===== config.mk =====
export PLATFORM = sky130hd
export DESIGN_NAME = ipc_mailbox
export DESIGN_NICKNAME = d
export VERILOG_FILES = /design/src/rtl/ipcmb_pkg.sv /design/src/rtl/ipcmb_bytebuf.sv /design/src/rtl/ipcmb_ctrl.sv /design/src/rtl/ipc_mailbox.sv
export SDC_FILE = /design/constraint.sdc
export NUM_CORES = 1
export LEC_CHECK = 0
export BUFFER_PORTS_ARGS = -buffer_cell sky130_fd_sc_hd__buf_2
export CAP_MARGIN = 20
export CORE_ASPECT_RATIO = 2
export CORE_MARGIN = 4
export CORE_UTILIZATION = 30
export DETAILED_ROUTE_END_ITERATION = 10
export SLEW_MARGIN = 40
export SYNTH_ARGS = -nofsm -noshare
export SYNTH_HDL_FRONTEND = slang
export SYNTH_SLANG_ARGS = --single-unit

===== constraint.sdc =====
create_clock -name clk -period 1.4 [get_ports clk]
set_input_delay 0.07 -clock clk [delete_from_list [all_inputs] [get_ports clk]]
set_output_delay 0.07 -clock clk [all_outputs]
set_load 0.01 [all_outputs]

===== src/rtl/ipcmb_pkg.sv =====
package ipcmb_pkg;

   // Host-visible byte offsets
   localparam int CMD_OFF  = 'h00;
   localparam int STAT_OFF = 'h04;
   localparam int WB_BASE  = 'h80;
   localparam int RB_BASE  = 'h90;

   // Command word; field positions are decoded by the controller
   typedef struct packed {
      logic [7:0] rsv_hi;
      logic [7:0] size;
      logic [3:0] sub_id;
      logic [2:0] rsv_lo;
      logic       ioc;
      logic [7:0] opcode;
   } ipcmb_cmd_t;

   function automatic logic [31:0] pack_status(
      input logic       busy,
      input logic       err,
      input logic [3:0] sub_id,
      input logic [7:0] init_id,
      input logic [7:0] code);
      return {8'h00, code, init_id, sub_id, 2'b00, err, busy};
   endfunction

endpackage


===== src/rtl/ipcmb_bytebuf.sv =====
module ipcmb_bytebuf #(
   parameter int BYTES      = 16,
   parameter int WORD_BYTES = 4,
   localparam int IDX_W  = $clog2(BYTES),
   localparam int WORDS  = BYTES / WORD_BYTES,
   localparam int WIDX_W = (WORDS > 1) ? $clog2(WORDS) : 1,
   localparam int WORD_W = 8 * WORD_BYTES
) (
   input  logic              clk,
   input  logic              rst_n,
   input  logic              word_we,
   input  logic [WIDX_W-1:0] word_idx,
   input  logic [WORD_W-1:0] word_wdata,
   input  logic              byte_we,
   input  logic [IDX_W-1:0]  byte_idx,
   input  logic [7:0]        byte_wdata,
   input  logic [IDX_W-1:0]  rd_byte_idx,
   output logic [7:0]        rd_byte,
   input  logic [WIDX_W-1:0] rd_word_idx,
   output logic [WORD_W-1:0] rd_word
);

   if (BYTES % WORD_BYTES != 0) begin : g_bad_geom
      $error("ipcmb_bytebuf: BYTES must be a multiple of WORD_BYTES");
   end

   logic [8*BYTES-1:0] flat;

   for (genvar g = 0; g < BYTES; g++) begin : g_cell
      logic [7:0] cell_q;
      always_ff @(posedge clk) begin
         if (!rst_n) begin
            cell_q <= '0;
         end else if (word_we && (word_idx == WIDX_W'(g / WORD_BYTES))) begin
            cell_q <= word_wdata[(g % WORD_BYTES)*8 +: 8];
         end else if (byte_we && (byte_idx == IDX_W'(g))) begin
            cell_q <= byte_wdata;
         end
      end
      assign flat[g*8 +: 8] = cell_q;
   end

   always_comb begin
      rd_byte = flat[rd_byte_idx*8 +: 8];
   end

   for (genvar b = 0; b < WORD_BYTES; b++) begin : g_lane
      always_comb begin
         rd_word[b*8 +: 8] = flat[(int'(rd_word_idx)*WORD_BYTES + b)*8 +: 8];
      end
   end

endmodule


===== src/rtl/ipcmb_ctrl.sv =====
module ipcmb_ctrl
   import ipcmb_pkg::*;
#(
   parameter logic [7:0] INIT_ID = 8'h5A
) (
   input  logic        clk,
   input  logic        rst_n,
   input  logic        cmd_wr,
   input  logic [31:0] cmd_wdata,
   input  logic        done,
   input  logic        done_err,
   input  logic [7:0]  done_code,
   output logic        busy,
   output ipcmb_cmd_t  cmd_q,
   output logic [31:0] status,
   output logic        req_irq,
   output logic        host_irq
);

   logic       err_q;
   logic [7:0] code_q;
   logic       accept;
   logic       finish;

   assign accept = cmd_wr && !busy;
   assign finish = done && busy;

   always_ff @(posedge clk) begin
      if (!rst_n) begin
         busy     <= 1'b0;
         cmd_q    <= '0;
         err_q    <= 1'b0;
         code_q   <= '0;
         req_irq  <= 1'b0;
         host_irq <= 1'b0;
      end else begin
         req_irq  <= accept;
         host_irq <= finish && cmd_q.ioc;
         if (accept) begin
            busy   <= 1'b1;
            cmd_q  <= ipcmb_cmd_t'(cmd_wdata);
            err_q  <= 1'b0;
            code_q <= '0;
         end else if (finish) begin
            busy   <= 1'b0;
            err_q  <= done_err;
            code_q <= done_code;
         end
      end
   end

   assign status = pack_status(busy, err_q, cmd_q.sub_id, INIT_ID, code_q);


   req_pulse_chk: assert property (@(posedge clk) disable iff (!rst_n)
      req_irq |-> $rose(busy));


   req_single_chk: assert property (@(posedge clk) disable iff (!rst_n)
      req_irq |=> !req_irq);


   busy_cmd_hold_chk: assert property (@(posedge clk) disable iff (!rst_n)
      (busy && cmd_wr && !done) |=> (busy && $stable(cmd_q)));


   done_clears_chk: assert property (@(posedge clk) disable iff (!rst_n)
      (busy && done) |=> !busy);


   irq_on_ioc_chk: assert property (@(posedge clk) disable iff (!rst_n)
      host_irq |-> ($fell(busy) && cmd_q.ioc));

endmodule


===== src/rtl/ipc_mailbox.sv =====
module ipc_mailbox
   import ipcmb_pkg::*;
#(
   parameter int         ADDR_W    = 8,
   parameter int         BUF_BYTES = 16,
   parameter logic [7:0] INIT_ID   = 8'h5A,
   localparam int IDX_W  = $clog2(BUF_BYTES),
   localparam int WIDX_W = IDX_W - 2
) (
   input  logic              clk,
   input  logic              rst_n,
   input  logic              host_wr,
   input  logic              host_rd,
   input  logic              host_byte,
   input  logic [ADDR_W-1:0] host_addr,
   input  logic [31:0]       host_wdata,
   output logic [31:0]       host_rdata,
   output logic              host_irq,
   output logic              ctl_req_irq,
   output logic [31:0]       ctl_cmd,
   input  logic [IDX_W-1:0]  ctl_wb_idx,
   output logic [7:0]        ctl_wb_data,
   input  logic              ctl_rb_we,
   input  logic [IDX_W-1:0]  ctl_rb_idx,
   input  logic [7:0]        ctl_rb_wdata,
   input  logic              ctl_done,
   input  logic              ctl_err,
   input  logic [7:0]        ctl_err_code
);

   localparam int TAG_W = ADDR_W - IDX_W;

   if (BUF_BYTES < 8 || BUF_BYTES > 16 || (BUF_BYTES % 4) != 0) begin : g_bad_buf
      $error("ipc_mailbox: BUF_BYTES must be 8, 12 or 16");
   end
   if (ADDR_W < 8) begin : g_bad_addr
      $error("ipc_mailbox: ADDR_W must reach the buffer offsets");
   end

   // Address decode
   logic              hit_cmd, hit_stat, hit_wb, hit_rb;
   logic [IDX_W-1:0]  byte_off;
   logic [WIDX_W-1:0] word_off;

   assign hit_cmd  = (host_addr == ADDR_W'(CMD_OFF));
   assign hit_stat = (host_addr == ADDR_W'(STAT_OFF));
   assign hit_wb   = (host_addr[ADDR_W-1:IDX_W] == TAG_W'(WB_BASE >> IDX_W));
   assign hit_rb   = (host_addr[ADDR_W-1:IDX_W] == TAG_W'(RB_BASE >> IDX_W));
   assign byte_off = host_addr[IDX_W-1:0];
   assign word_off = host_addr[IDX_W-1:2];

   // Command and status sequencing
   ipcmb_cmd_t  cmd_q;
   logic        busy;
   logic [31:0] status;

   ipcmb_ctrl #(.INIT_ID(INIT_ID)) u_ctrl (
      .clk       (clk),
      .rst_n     (rst_n),
      .cmd_wr    (host_wr && hit_cmd),
      .cmd_wdata (host_wdata),
      .done      (ctl_done),
      .done_err  (ctl_err),
      .done_code (ctl_err_code),
      .busy      (busy),
      .cmd_q     (cmd_q),
      .status    (status),
      .req_irq   (ctl_req_irq),
      .host_irq  (host_irq)
   );

   assign ctl_cmd = cmd_q;

   // Outbound buffer: host words in, controller bytes out
   logic [31:0] wb_word_unused;

   ipcmb_bytebuf #(.BYTES(BUF_BYTES), .WORD_BYTES(4)) u_wbuf (
      .clk         (clk),
      .rst_n       (rst_n),
      .word_we     (host_wr && hit_wb),
      .word_idx    (word_off),
      .word_wdata  (host_wdata),
      .byte_we     (1'b0),
      .byte_idx    ('0),
      .byte_wdata  (8'h00),
      .rd_byte_idx (ctl_wb_idx),
      .rd_byte     (ctl_wb_data),
      .rd_word_idx ('0),
      .rd_word     (wb_word_unused)
   );

   // Inbound buffer: controller bytes in, host words or bytes out
   logic [7:0]  rb_byte;
   logic [31:0] rb_word;

   ipcmb_bytebuf #(.BYTES(BUF_BYTES), .WORD_BYTES(4)) u_rbuf (
      .clk         (clk),
      .rst_n       (rst_n),
      .word_we     (1'b0),
      .word_idx    ('0),
      .word_wdata  (32'h0),
      .byte_we     (ctl_rb_we),
      .byte_idx    (ctl_rb_idx),
      .byte_wdata  (ctl_rb_wdata),
      .rd_byte_idx (byte_off),
      .rd_byte     (rb_byte),
      .rd_word_idx (word_off),
      .rd_word     (rb_word)
   );

   // Host read mux
   always_comb begin
      host_rdata = '0;
      if (host_rd) begin
         if (hit_stat) begin
            host_rdata = status;
         end else if (hit_rb) begin
            host_rdata = host_byte ? {24'h0, rb_byte} : rb_word;
         end
      end
   end


   stat_busy_chk: assert property (@(posedge clk) disable iff (!rst_n)
      (host_rd && hit_stat) |-> (host_rdata[0] == busy && host_rdata[15:8] == INIT_ID));


   wo_reads_zero_chk: assert property (@(posedge clk) disable iff (!rst_n)
      (host_rd && (hit_cmd || hit_wb)) |-> (host_rdata == 32'h0));

endmodule


==> results of run 1 <==
==> layout make-up <==
class / count / area (µm²)
Timing Repair Buffer: 344 / 2880
Clock buffer: 43 / 871
Inverter: 3 / 11.3
Fill cell: 4524 / 27500
Clock inverter: 12 / 191
Multi-Input combinational cell: 1009 / 7760
Tap cell: 621 / 777
Sequential cell: 300 / 6130
==> synthesized netlist by cell type, drive strengths merged, types with 8 or more instances <==
master and n:
a211oi 8, a21boi 128, a21oi 15, a22o 41, a31oi 12, and2 17, buf 51, clkbuf 69
dfxtp 300, mux2i 149, mux4 68, nand2 319, nor2 29, nor2b 139, o21ai 9
==> through the flow <==
stage	total power [mW]	worst slack (ns)	instances	instance area, µm²	hold slack (ns)
floorplan	9.59	0.00426	1432	14100	0.195
global placement	10.2	-0.554	2219	16400	0.329
detailed placement	10.3	-0.481	2219	16400	0.330
CTS	19.2	-0.723	2330	18400	0.144
global route	19.7	-0.754	2332	18600	0.188
finish	19.1	-0.668	2332	18600	0.179
==> how the worst max path moves through the flow <==
stage | depth (start not counted) | from | end | slack [ns]
floorplan | 4 | ctl_wb_idx[0] | ctl_wb_data[0] | 0.004
global placement | 8 | host_addr[3] | host_rdata[6] | -0.55
detailed placement | 8 | host_addr[3] | host_rdata[6] | -0.48
CTS | 3 | u_wbuf.g_cell[15].cell_q[5] | ctl_wb_data[5] | -0.72
global route | 3 | u_wbuf.g_cell[15].cell_q[5] | ctl_wb_data[5] | -0.75
finish | 3 | u_wbuf.g_cell[11].cell_q[5] | ctl_wb_data[5] | -0.67
==> power breakdown <==
group	internal, mW	switching, mW	total, mW	leakage [nW]
Combinational	0.755	0.854	1.61	3.98
Sequential	8.59	0.0518	8.64	2.46
Clock	5.24	3.57	8.81	0.521
==> repair_timing <==
action                                  CTS  global route
endpoints found under the setup margin   43            56
buffers inserted                          8             3
pin swaps                                37            15
hold buffers                             51             0
endpoints found under the hold margin   292             0
gates resized for setup                 149            60
==> logic make-up after synthesis <==
kind of cell	count (synthesis)	synth area share
AND/OR/NAND/NOR	545	0.184
flip-flops	300	0.428
AO/OA/AOI/OAI	243	0.129
multiplexers	221	0.219
buffers and inverters	123	0.0398
==> metal layers <==
layer | up-vias | part of all wire | track usage
li1 | 5491 | - | -
met1 | 5694 | 0.37 | 0.199
met2 | 390 | 0.52 | 0.335
met3 | 145 | 0.041 | 0.0234
met4 | 0 | 0.067 | 0.114
met5 | - | 0 | 0
==> critical path, delay by kind of cell, from the launching register on <==
kind	cells	cell delay, ns
buffers and inverters	1	0.14
DFF	1	0.32
muxes	2	0.98
==> state kept, by name (all words and copies together) (netlist names) <==
signal / count
u_ctrl.busy: 1
u_wbuf.g_cell.cell_q: 128
u_ctrl.code_q: 8
u_ctrl.req_irq: 1
u_rbuf.g_cell.cell_q: 128
u_ctrl.cmd_q: 32
u_ctrl.host_irq: 1
u_ctrl.err_q: 1
==> impl_metrics.json, run 1 <==
{
  "min_path_cells": 4,
  "clock_tree.htree_level_count": 1,
  "synthCells": 1432,
  "crit_path_top_delay_cell": "mux4_2",
  "gp_congestion": 0.897,
  "min_path_type": "input pin to register",
  "start_util": 0.304,
  "wl_per_cell_um": 20.5,
  "layout.cells.most_common_list": "319 x nand2_1, 215 x dfxtp_1, 145 x mux2i_1",
  "first_pass_iters": 6,
  "worst_hold_path.endpoint": "u_ctrl.req_irq",
  "synth_net_count": 1504,
  "die_area_um2": 50500,
  "async_reset_ff_frac": 0,
  "power.leakage_nw": 6.96,
  "max_cap_viol": 0,
  "worst_path_largest_cell_delay_ns": 0.52,
  "drc": 0,
  "setup.worst_path.end_class": "output pin",
  "timing_hold_violations_final": 0,
  "drt-vias-per-instance": 5.03,
  "post-dp-hpwl_um": 34200,
  "reg2reg_slack_ns": 0.05,
  "fin_skew_ns": 0.0231,
  "yosys.cell_types.count": 51,
  "tritoncts": "done",
  "timing.final.crit_period_ns": 2.07,
  "worstPathMaxFanout": 2,
  "floorplan.core_area_um2": 46100,
  "portBuffers": 145,
  "crit_chain": "mux4_2 > mux4_2 > buf_6",
  "placement_rows": 111,
  "yosys_warnings": 0,
  "ff2ff_path_depth": 5,
  "synth_flop_cell": "dfxtp_1",
  "synth.ff_latch_count": 300,
  "synth-seq-area-share": 0.428,
  "outcome": "finished with violations",
  "grt_setup_unrepaired": "true",
  "largest_cells_by_area_after_synthesis": "dfxtp_1 43%, mux4_2 11%, mux2i_1 11%, nand2_1 8.5%, a21boi_0 6.6%",
  "yosysTopAreaCellShare": 0.428,
  "tightestPinTransition_ns": 0.537,
  "via_count_of_the_first_global_routing_pass": 12145,
  "numCtsBuffers": 30,
  "wirelength_um": 47900,
  "global_route.overflow_total": 0,
  "yosysTopAreaCell": "dfxtp_1",
  "nets": 1760,
  "clock_sink_count": 300,
  "layout_cells_sized_above_1": 0.331,
  "summed_instance_area_of_the_synthesized_netlist_um2": 14000,
  "slew_headroom": 0.640,
  "startpoint_type": "register",
  "final_antenna_net_count": 0,
  "fin_crit_sh": 1.48,
  "worstPathRequired_ns": 1.33,
  "die_y_um": 314,
  "grt_pass1_wl_um": 72000,
  "hold_path.startpoint": "host_addr[7]",
  "pin_count_of_the_biggest_net_entering_global_routing": 129,
  "finalCoreUtilization": 0.404,
  "drt_iter0_markers": 653,
  "cpMostUsedCell": "mux4_2",
  "setup.worst_path.class": "register to output pin",
  "cts_root_buf": "clkbuf_16",
  "clkSlewWorstSetupHoldPaths_ns": 0.07,
  "p_per_area_nw_per_um2": 1020,
  "reg2reg_to": "u_ctrl.cmd_q[16]",
  "clock.fmax_mhz": 483,
  "irDropWorstVdd_uv": 1010,
  "ios": 146,
  "grt_antenna_before_repair": 0,
  "vias": 11720,
  "failed_checks": "negative setup slack",
  "most_common_library_cell_in_the_layout_ignoring_fill_and_taps": "nand2_1",
  "final.setup.tns_ns": -18.86,
  "synth-edff-count": 0,
  "area_growth_pct": 32.7,
  "r2r_start": "u_ctrl.busy",
  "final-max-slew-violation-count": 0,
  "finalSetupViolations": 40,
  "die-width_um": 161,
  "cts.path.max_buffers": 3,
  "critical_path_arrival_ns": 2.00,
  "synthesis.area_per_instance_um2": 9.80,
  "worstSkewPairLatency_ns": 0.57,
  "antennaDiodeCount": 0,
  "track_usage": 0.183,
  "fin_ws_ns": -0.668
}
No activity file was read; power rests on OpenSTA's default activity.
==> run 2: changes to the inputs <==
PLACE_DENSITY = 0.46   (was unset)
==> run 2 against run 1 <==
The run still ends with negative setup slack left; critical path depth is the same; register-to-register slack improved by 0.03 ns; combinational power up 6%; global-route usage increased by 1.8 points; non-clock buffer count increased by 19; setup slack worse by 0.036 ns; design area increased by 1.6%; clock skew shrank 0.017 ns; wire length up 8.3%; worst hold slack got worse by 0.0079 ns; die area stayed put; sequential share of layout area is 0.53 points lower; highest routed layer unchanged.
==> impl_metrics.json, run 2 (synthesis gave the netlist of run 1 again) <==
{
  "outcome": "finished with violations",
  "failed_checks": "negative setup slack",
  "power.share.clock": 0.457,
  "endpoint_of_the_most_critical_setup_path": "ctl_wb_data[3]",
  "global_route.overflow_total": 0,
  "report.power.total_mw": 19.0,
  "clock.fmax_mhz": 475,
  "fin_crit_sh": 1.50,
  "min_path_type": "input pin to register",
  "wl_per_cell_um": 22.1,
  "crit_buf_inv": 1,
  "reg2reg_slack_ns": 0.08,
  "tightestPinTransition_ns": 0.483,
  "pin_count_of_the_biggest_net_entering_global_routing": 97,
  "finish.instance_area_um2": 18900,
  "cts.path.max_buffers": 3,
  "finalCoreUtilization": 0.410,
  "drt_iter0_markers": 580,
  "clock_sink_count": 300,
  "nets": 1779,
  "grt_pass1_wl_um": 77300,
  "finalSetupViolations": 40,
  "slew_headroom": 0.676,
  "timing_hold_violations_final": 0,
  "comb_power_share": 0.090,
  "reg2reg_to": "u_ctrl.cmd_q[20]",
  "die-width_um": 161,
  "critical_path_start": "u_wbuf.g_cell[14].cell_q[3]",
  "startpoint_type": "register",
  "max_cap_viol": 0,
  "crit_chain": "mux4_2 > mux4_2 > buf_6",
  "drc": 0,
  "p_int_mw": 14.4,
  "sw_frac_of_total": 0.242,
  "worst_path_largest_cell_delay_ns": 0.53,
  "power.leakage_nw": 7.12,
  "placement_rows": 111,
  "seqPwrFrac": 0.454,
  "globalRouteMet2Util": 0.384,
  "die_area_um2": 50500,
  "final-max-slew-violation-count": 0,
  "first_pass_iters": 5,
  "worstSkewPairLatency_ns": 0.57,
  "via_count_of_the_first_global_routing_pass": 12082,
  "drt-vias-per-instance": 4.94,
  "portBuffers": 145,
  "start_util": 0.304,
  "cts_root_buf": "clkbuf_16",
  "critical_path.top_delay_family": "multiplexers",
  "grt_setup_unrepaired": "true",
  "ff2ff_path_depth": 5,
  "fin_skew_ns": 0.00615,
  "cpMostUsedCell": "mux4_2",
  "setup.worst_path.class": "register to output pin",
  "fin_ws_ns": -0.704,
  "final.fill_count": 4686,
  "wirelength_um": 51900,
  "crit_path_top_delay_cell": "mux4_2",
  "irDropWorstVdd_uv": 925,
  "top_regs": "u_rbuf.g_cell.cell_q (128), u_wbuf.g_cell.cell_q (128), u_ctrl.cmd_q (32)",
  "layout.cells.most_common_list": "319 x nand2_1, 221 x dfxtp_1, 148 x mux2i_1",
  "clkSlewWorstSetupHoldPaths_ns": 0.07,
  "netSwitchingPower_mw": 4.61,
  "critical_path_arrival_ns": 2.03,
  "tritoncts": "done",
  "gp_congestion": 0.910,
  "setup.worst_path.end_class": "output pin",
  "final_antenna_net_count": 0,
  "antennaDiodeCount": 0,
  "global_route.usage.met1": 0.216,
  "p_per_area_nw_per_um2": 1010,
  "r2r_start": "u_ctrl.busy",
  "worstPathRequired_ns": 1.33,
  "most_common_library_cell_in_the_layout_ignoring_fill_and_taps": "nand2_1",
  "grt_antenna_before_repair": 1,
  "ios": 146,
  "die_y_um": 314,
  "final.setup.tns_ns": -19.99,
  "critical_path_cell_count": 3,
  "grt.busiest_layer": "met2",
  "layout_cells_sized_above_1": 0.337,
  "worstPathMaxFanout": 2,
  "clock_tree.htree_level_count": 1,
  "track_usage": 0.202,
  "vias": 11627,
  "timing.final.crit_period_ns": 2.10,
  "area_growth_pct": 34.8,
  "numCtsBuffers": 30,
  "placement.cell_area_um2": 16600,
  "floorplan.core_area_um2": 46100,
  "post-dp-hpwl_um": 37900,
  "grt.met3_usage": 0.0190
}
[run 2: cell types whose count changed in the layout (fill, tap and decap cells not counted), moves of 6 or more]
cell	before	now
dfxtp_1	215	221
buf_6	39	47
buf_12	26	35
dfxtp_2	78	70
[run 2: layout make-up]
cell class                 instances  area (µm²)  share of cell area
inverter                           3        11.3            0.000595
multi-input combinational       1009        7780               0.411
clock inverter                    17         198              0.0105
sequential                       300        6130               0.324
timing repair buffer             363        3170               0.167
tap                              621         777              0.0411
clock buffer                      39         856              0.0452
[run 2: worst min-delay path by stage]
| stage | startpoint | end | slack, ns | cells past startpoint |
|---|---|---|---|---|
| final | ctl_rb_idx[0] | u_rbuf.g_cell[1].cell_q[2] | 0.17 | 5 |
| after global routing | ctl_rb_idx[0] | u_rbuf.g_cell[1].cell_q[2] | 0.17 | 5 |
| after CTS | ctl_rb_idx[0] | u_rbuf.g_cell[1].cell_q[2] | 0.14 | 5 |
| after detailed placement | ctl_err_code[1] | u_ctrl.code_q[1] | 0.32 | 3 |
| after global placement | ctl_err_code[1] | u_ctrl.code_q[1] | 0.31 | 3 |
| after floorplan | host_wdata[11] | u_ctrl.cmd_q[11] | 0.20 | 1 |
[run 2: tightest hold or removal path, cell delays in order]
cell	delay (ns)
buf_2	0.15
nand3b_1	0.14
buf_12	0.17
mux2i_1	0.08
nor2b_1	0.09
[run 2: what timing repair did]
item | in CTS | in global routing
endpoints found under the setup margin | 55 | 68
resized for setup | 142 | 73
pin swaps | 33 | 15
hold buffers | 51 | 0
endpoints found under the hold margin | 266 | 0
buffers inserted | 7 | 9
[run 2: metal layers]
metal | part of all wire | vias to the layer above
met1 | 0.36 | 5666
met5 | 0 | -
met4 | 0.063 | 0
met3 | 0.034 | 113
met2 | 0.54 | 327
li1 | - | 5521
[run 2: metrics by stage]
stage	cells	hold slack, ns	setup slack, ns
2_1_floorplan	1432	0.195	0.00426
3_3_place_gp	2234	0.314	-0.477
3_5_place_dp	2234	0.316	-0.495
4_1_cts	2347	0.137	-0.744
5_1_grt	2352	0.174	-0.759
6_report	2352	0.171	-0.704
[run 2: power by group through the flow]
stage | Clock (mW) | Combinational [mW] | Sequential [mW]
3_3_place_gp | 0 | 1.52 | 8.84
5_1_grt | 9.25 | 1.82 | 8.63
4_1_cts | 8.97 | 1.69 | 8.64
3_5_place_dp | 0 | 1.53 | 8.84
6_report | 8.69 | 1.71 | 8.64
2_1_floorplan | 0 | 0.776 | 8.82
==> run 3: changes to the inputs <==
BUFFER_PORTS_ARGS = -buffer_cell sky130_fd_sc_hd__clkbuf_2   (was -buffer_cell sky130_fd_sc_hd__buf_2)
CORE_UTILIZATION = 28   (was 30)
PLACE_DENSITY = 0.43   (was 0.46)
==> run 3 against run 2 <==
The flow still finishes with violations (negative setup slack); register-to-register slack about the same; via count is 0.71% higher; critical path depth is 4 higher; core utilization down 2.2 points; first-iteration DRC count is 14% higher; sequential cell count is the same; non-clock buffer count rose by 19; sequential share of layout area fell by 0.35 points; largest cell class unchanged; largest power group is now sequential cells.
==> impl_metrics.json, run 3 (synthesis gave the netlist of run 1 again) <==
{
  "numCtsBuffers": 31,
  "slew_headroom": 0.667,
  "pre_cts_ws_ns": -0.655,
  "first_pass_iters": 5,
  "die-width_um": 166,
  "track_usage": 0.192,
  "clock.fmax_mhz": 477,
  "most_common_library_cell_in_the_layout_ignoring_fill_and_taps": "nand2_1",
  "clock_tree.htree_level_count": 1,
  "floorplan.core_area_um2": 49400,
  "tightestPinTransition_ns": 0.499,
  "sw_frac_of_total": 0.241,
  "setup.worst_path.class": "register to output pin",
  "fin_crit_sh": 1.50,
  "placement_rows": 115,
  "clkSlewWorstSetupHoldPaths_ns": 0.08,
  "grt_pass1_wl_um": 79500,
  "clock_sink_count": 300,
  "portBuffers": 145,
  "crit_chain": "mux2_4 > o22ai_4 > a211oi_2 > a21oi_2 > o31ai_2 > buf_4 > buf_6",
  "irDropWorstVdd_uv": 776,
  "critical_path_arrival_ns": 2.02,
  "failed_checks": "negative setup slack",
  "worstPathMaxFanout": 2,
  "post-dp-hpwl_um": 39000,
  "finalSetupViolations": 40,
  "min_path_type": "input pin to register",
  "die_area_um2": 54000,
  "drt-vias-per-instance": 4.90,
  "nets": 1799,
  "worst_path_largest_cell_delay_ns": 0.34,
  "cts.path.max_buffers": 3,
  "power.leakage_nw": 7.20,
  "ios": 146,
  "seqPwrFrac": 0.454,
  "worstPathRequired_ns": 1.33,
  "start_util": 0.284,
  "startpoint_type": "register",
  "top_regs": "u_rbuf.g_cell.cell_q (128), u_wbuf.g_cell.cell_q (128), u_ctrl.cmd_q (32)",
  "finalCoreUtilization": 0.388,
  "fin_ws_ns": -0.694,
  "global_route.overflow_total": 0,
  "final_antenna_net_count": 0,
  "layout.cells.most_common_list": "318 x nand2_1, 217 x dfxtp_1, 143 x mux2i_1",
  "final-max-slew-violation-count": 0,
  "layout_cells_sized_above_1": 0.357,
  "tritoncts": "done",
  "cts_root_buf": "clkbuf_16",
  "critical_path.top_delay_family": "compound AO/OA/AOI/OAI gates",
  "comb_power_share": 0.092,
  "outcome": "finished with violations",
  "netSwitchingPower_mw": 4.59,
  "fin_skew_ns": 0.0226,
  "p_int_mw": 14.4,
  "drc": 0,
  "crit_buf_inv": 2,
  "power.share.clock": 0.454,
  "grt_antenna_before_repair": 0,
  "wl_per_cell_um": 22.4,
  "pin_count_of_the_biggest_net_entering_global_routing": 82,
  "area_growth_pct": 36.6,
  "setup.worst_path.end_class": "output pin",
  "via_count_of_the_first_global_routing_pass": 12361,
  "wirelength_um": 53600,
  "antennaDiodeCount": 0,
  "gp_congestion": 0.851,
  "timing_hold_violations_final": 0,
  "vias": 11709,
  "timing.final.crit_period_ns": 2.09,
  "worstSkewPairLatency_ns": 0.57,
  "final.setup.tns_ns": -20.20,
  "crit_path_top_delay_cell": "dfxtp_2",
  "grt_setup_unrepaired": "true",
  "p_per_area_nw_per_um2": 993,
  "drt_iter0_markers": 662,
  "die_y_um": 325,
  "max_cap_viol": 0
}
## run 3: cell count changes in the layout (fill, tap and decap cells not counted), moves of 5 or more
cell,delta
buf_2,-115
buf_4,+24
buf_6,-9
clkbuf_2,+120
clkbuf_8,+7
dlygate4sd3_1,-8
mux2i_1,-5
mux2i_2,+5
## run 3: path summary, 6_finish.rpt
check | end | cells after the start | startpoint | slack [ns]
worst min-delay path | u_rbuf.g_cell[8].cell_q[4] | 3 | ctl_rb_wdata[4] | 0.05
worst max register to register | u_ctrl.cmd_q[28] | 5 | u_ctrl.busy | 0.09
worst max-delay path | host_rdata[1] | 7 | u_rbuf.g_cell[14].cell_q[1] | -0.69
worst min register to register | u_ctrl.code_q[2] | 2 | u_ctrl.code_q[2] | 0.46
## run 3: power groups by stage
stage               logic, mW  clock network [mW]  registers [mW]
finish                   1.74                8.64            8.64
global route             1.85                9.25            8.63
CTS                      1.73                8.96            8.63
detailed placement       1.56                   0            8.84
global placement         1.56                   0            8.84
floorplan               0.776                   0            8.82
## run 3: worst reg2reg max path: stages (launching register included)
cell     delay (ns)
dfxtp_1        0.32
nor2b_2        0.12
nand3_1        0.11
and2_1         0.22
buf_12         0.17
a22o_1         0.28
## run 3: metrics by stage
step | power (mW) | instances | hold slack, ns | cell area, µm²
finish | 19.0 | 2390 | 0.0451 | 19200
detailed placement | 10.4 | 2288 | 0.306 | 16900
global route | 19.7 | 2390 | 0.0573 | 19200
global placement | 10.4 | 2288 | 0.296 | 16900
CTS | 19.3 | 2387 | 0.00390 | 18900
floorplan | 9.59 | 1432 | 0.195 | 14100
## run 3: routing by layer
metal  wire length [µm]  up-vias  track usage
met1              19100     5735        0.197
met3               1940      100       0.0240
met4               2800        0       0.0844
li1                   -     5574            -
met5                  0        -            0
met2              29700      300        0.382
## run 3: area by class of cell
| cell class | count | area [µm²] |
|---|---|---|
| inverter | 3 | 11.3 |
| timing repair buffer | 382 | 3290 |
| clock buffer | 45 | 918 |
| fill | 4916 | 30200 |
| sequential | 300 | 6140 |
| multi-input combinational | 1009 | 7880 |
| clock inverter | 8 | 115 |
| tap | 643 | 805 |
## run 3: repair_timing
| item | in CTS | in global routing |
|---|---|---|
| hold buffers | 43 | 0 |
| setup buffers | 8 | 4 |
| endpoints found under the hold margin | 170 | 0 |
| endpoints found under the setup margin | 42 | 71 |
| pin swaps | 48 | 12 |
| resized for setup | 182 | 71 |
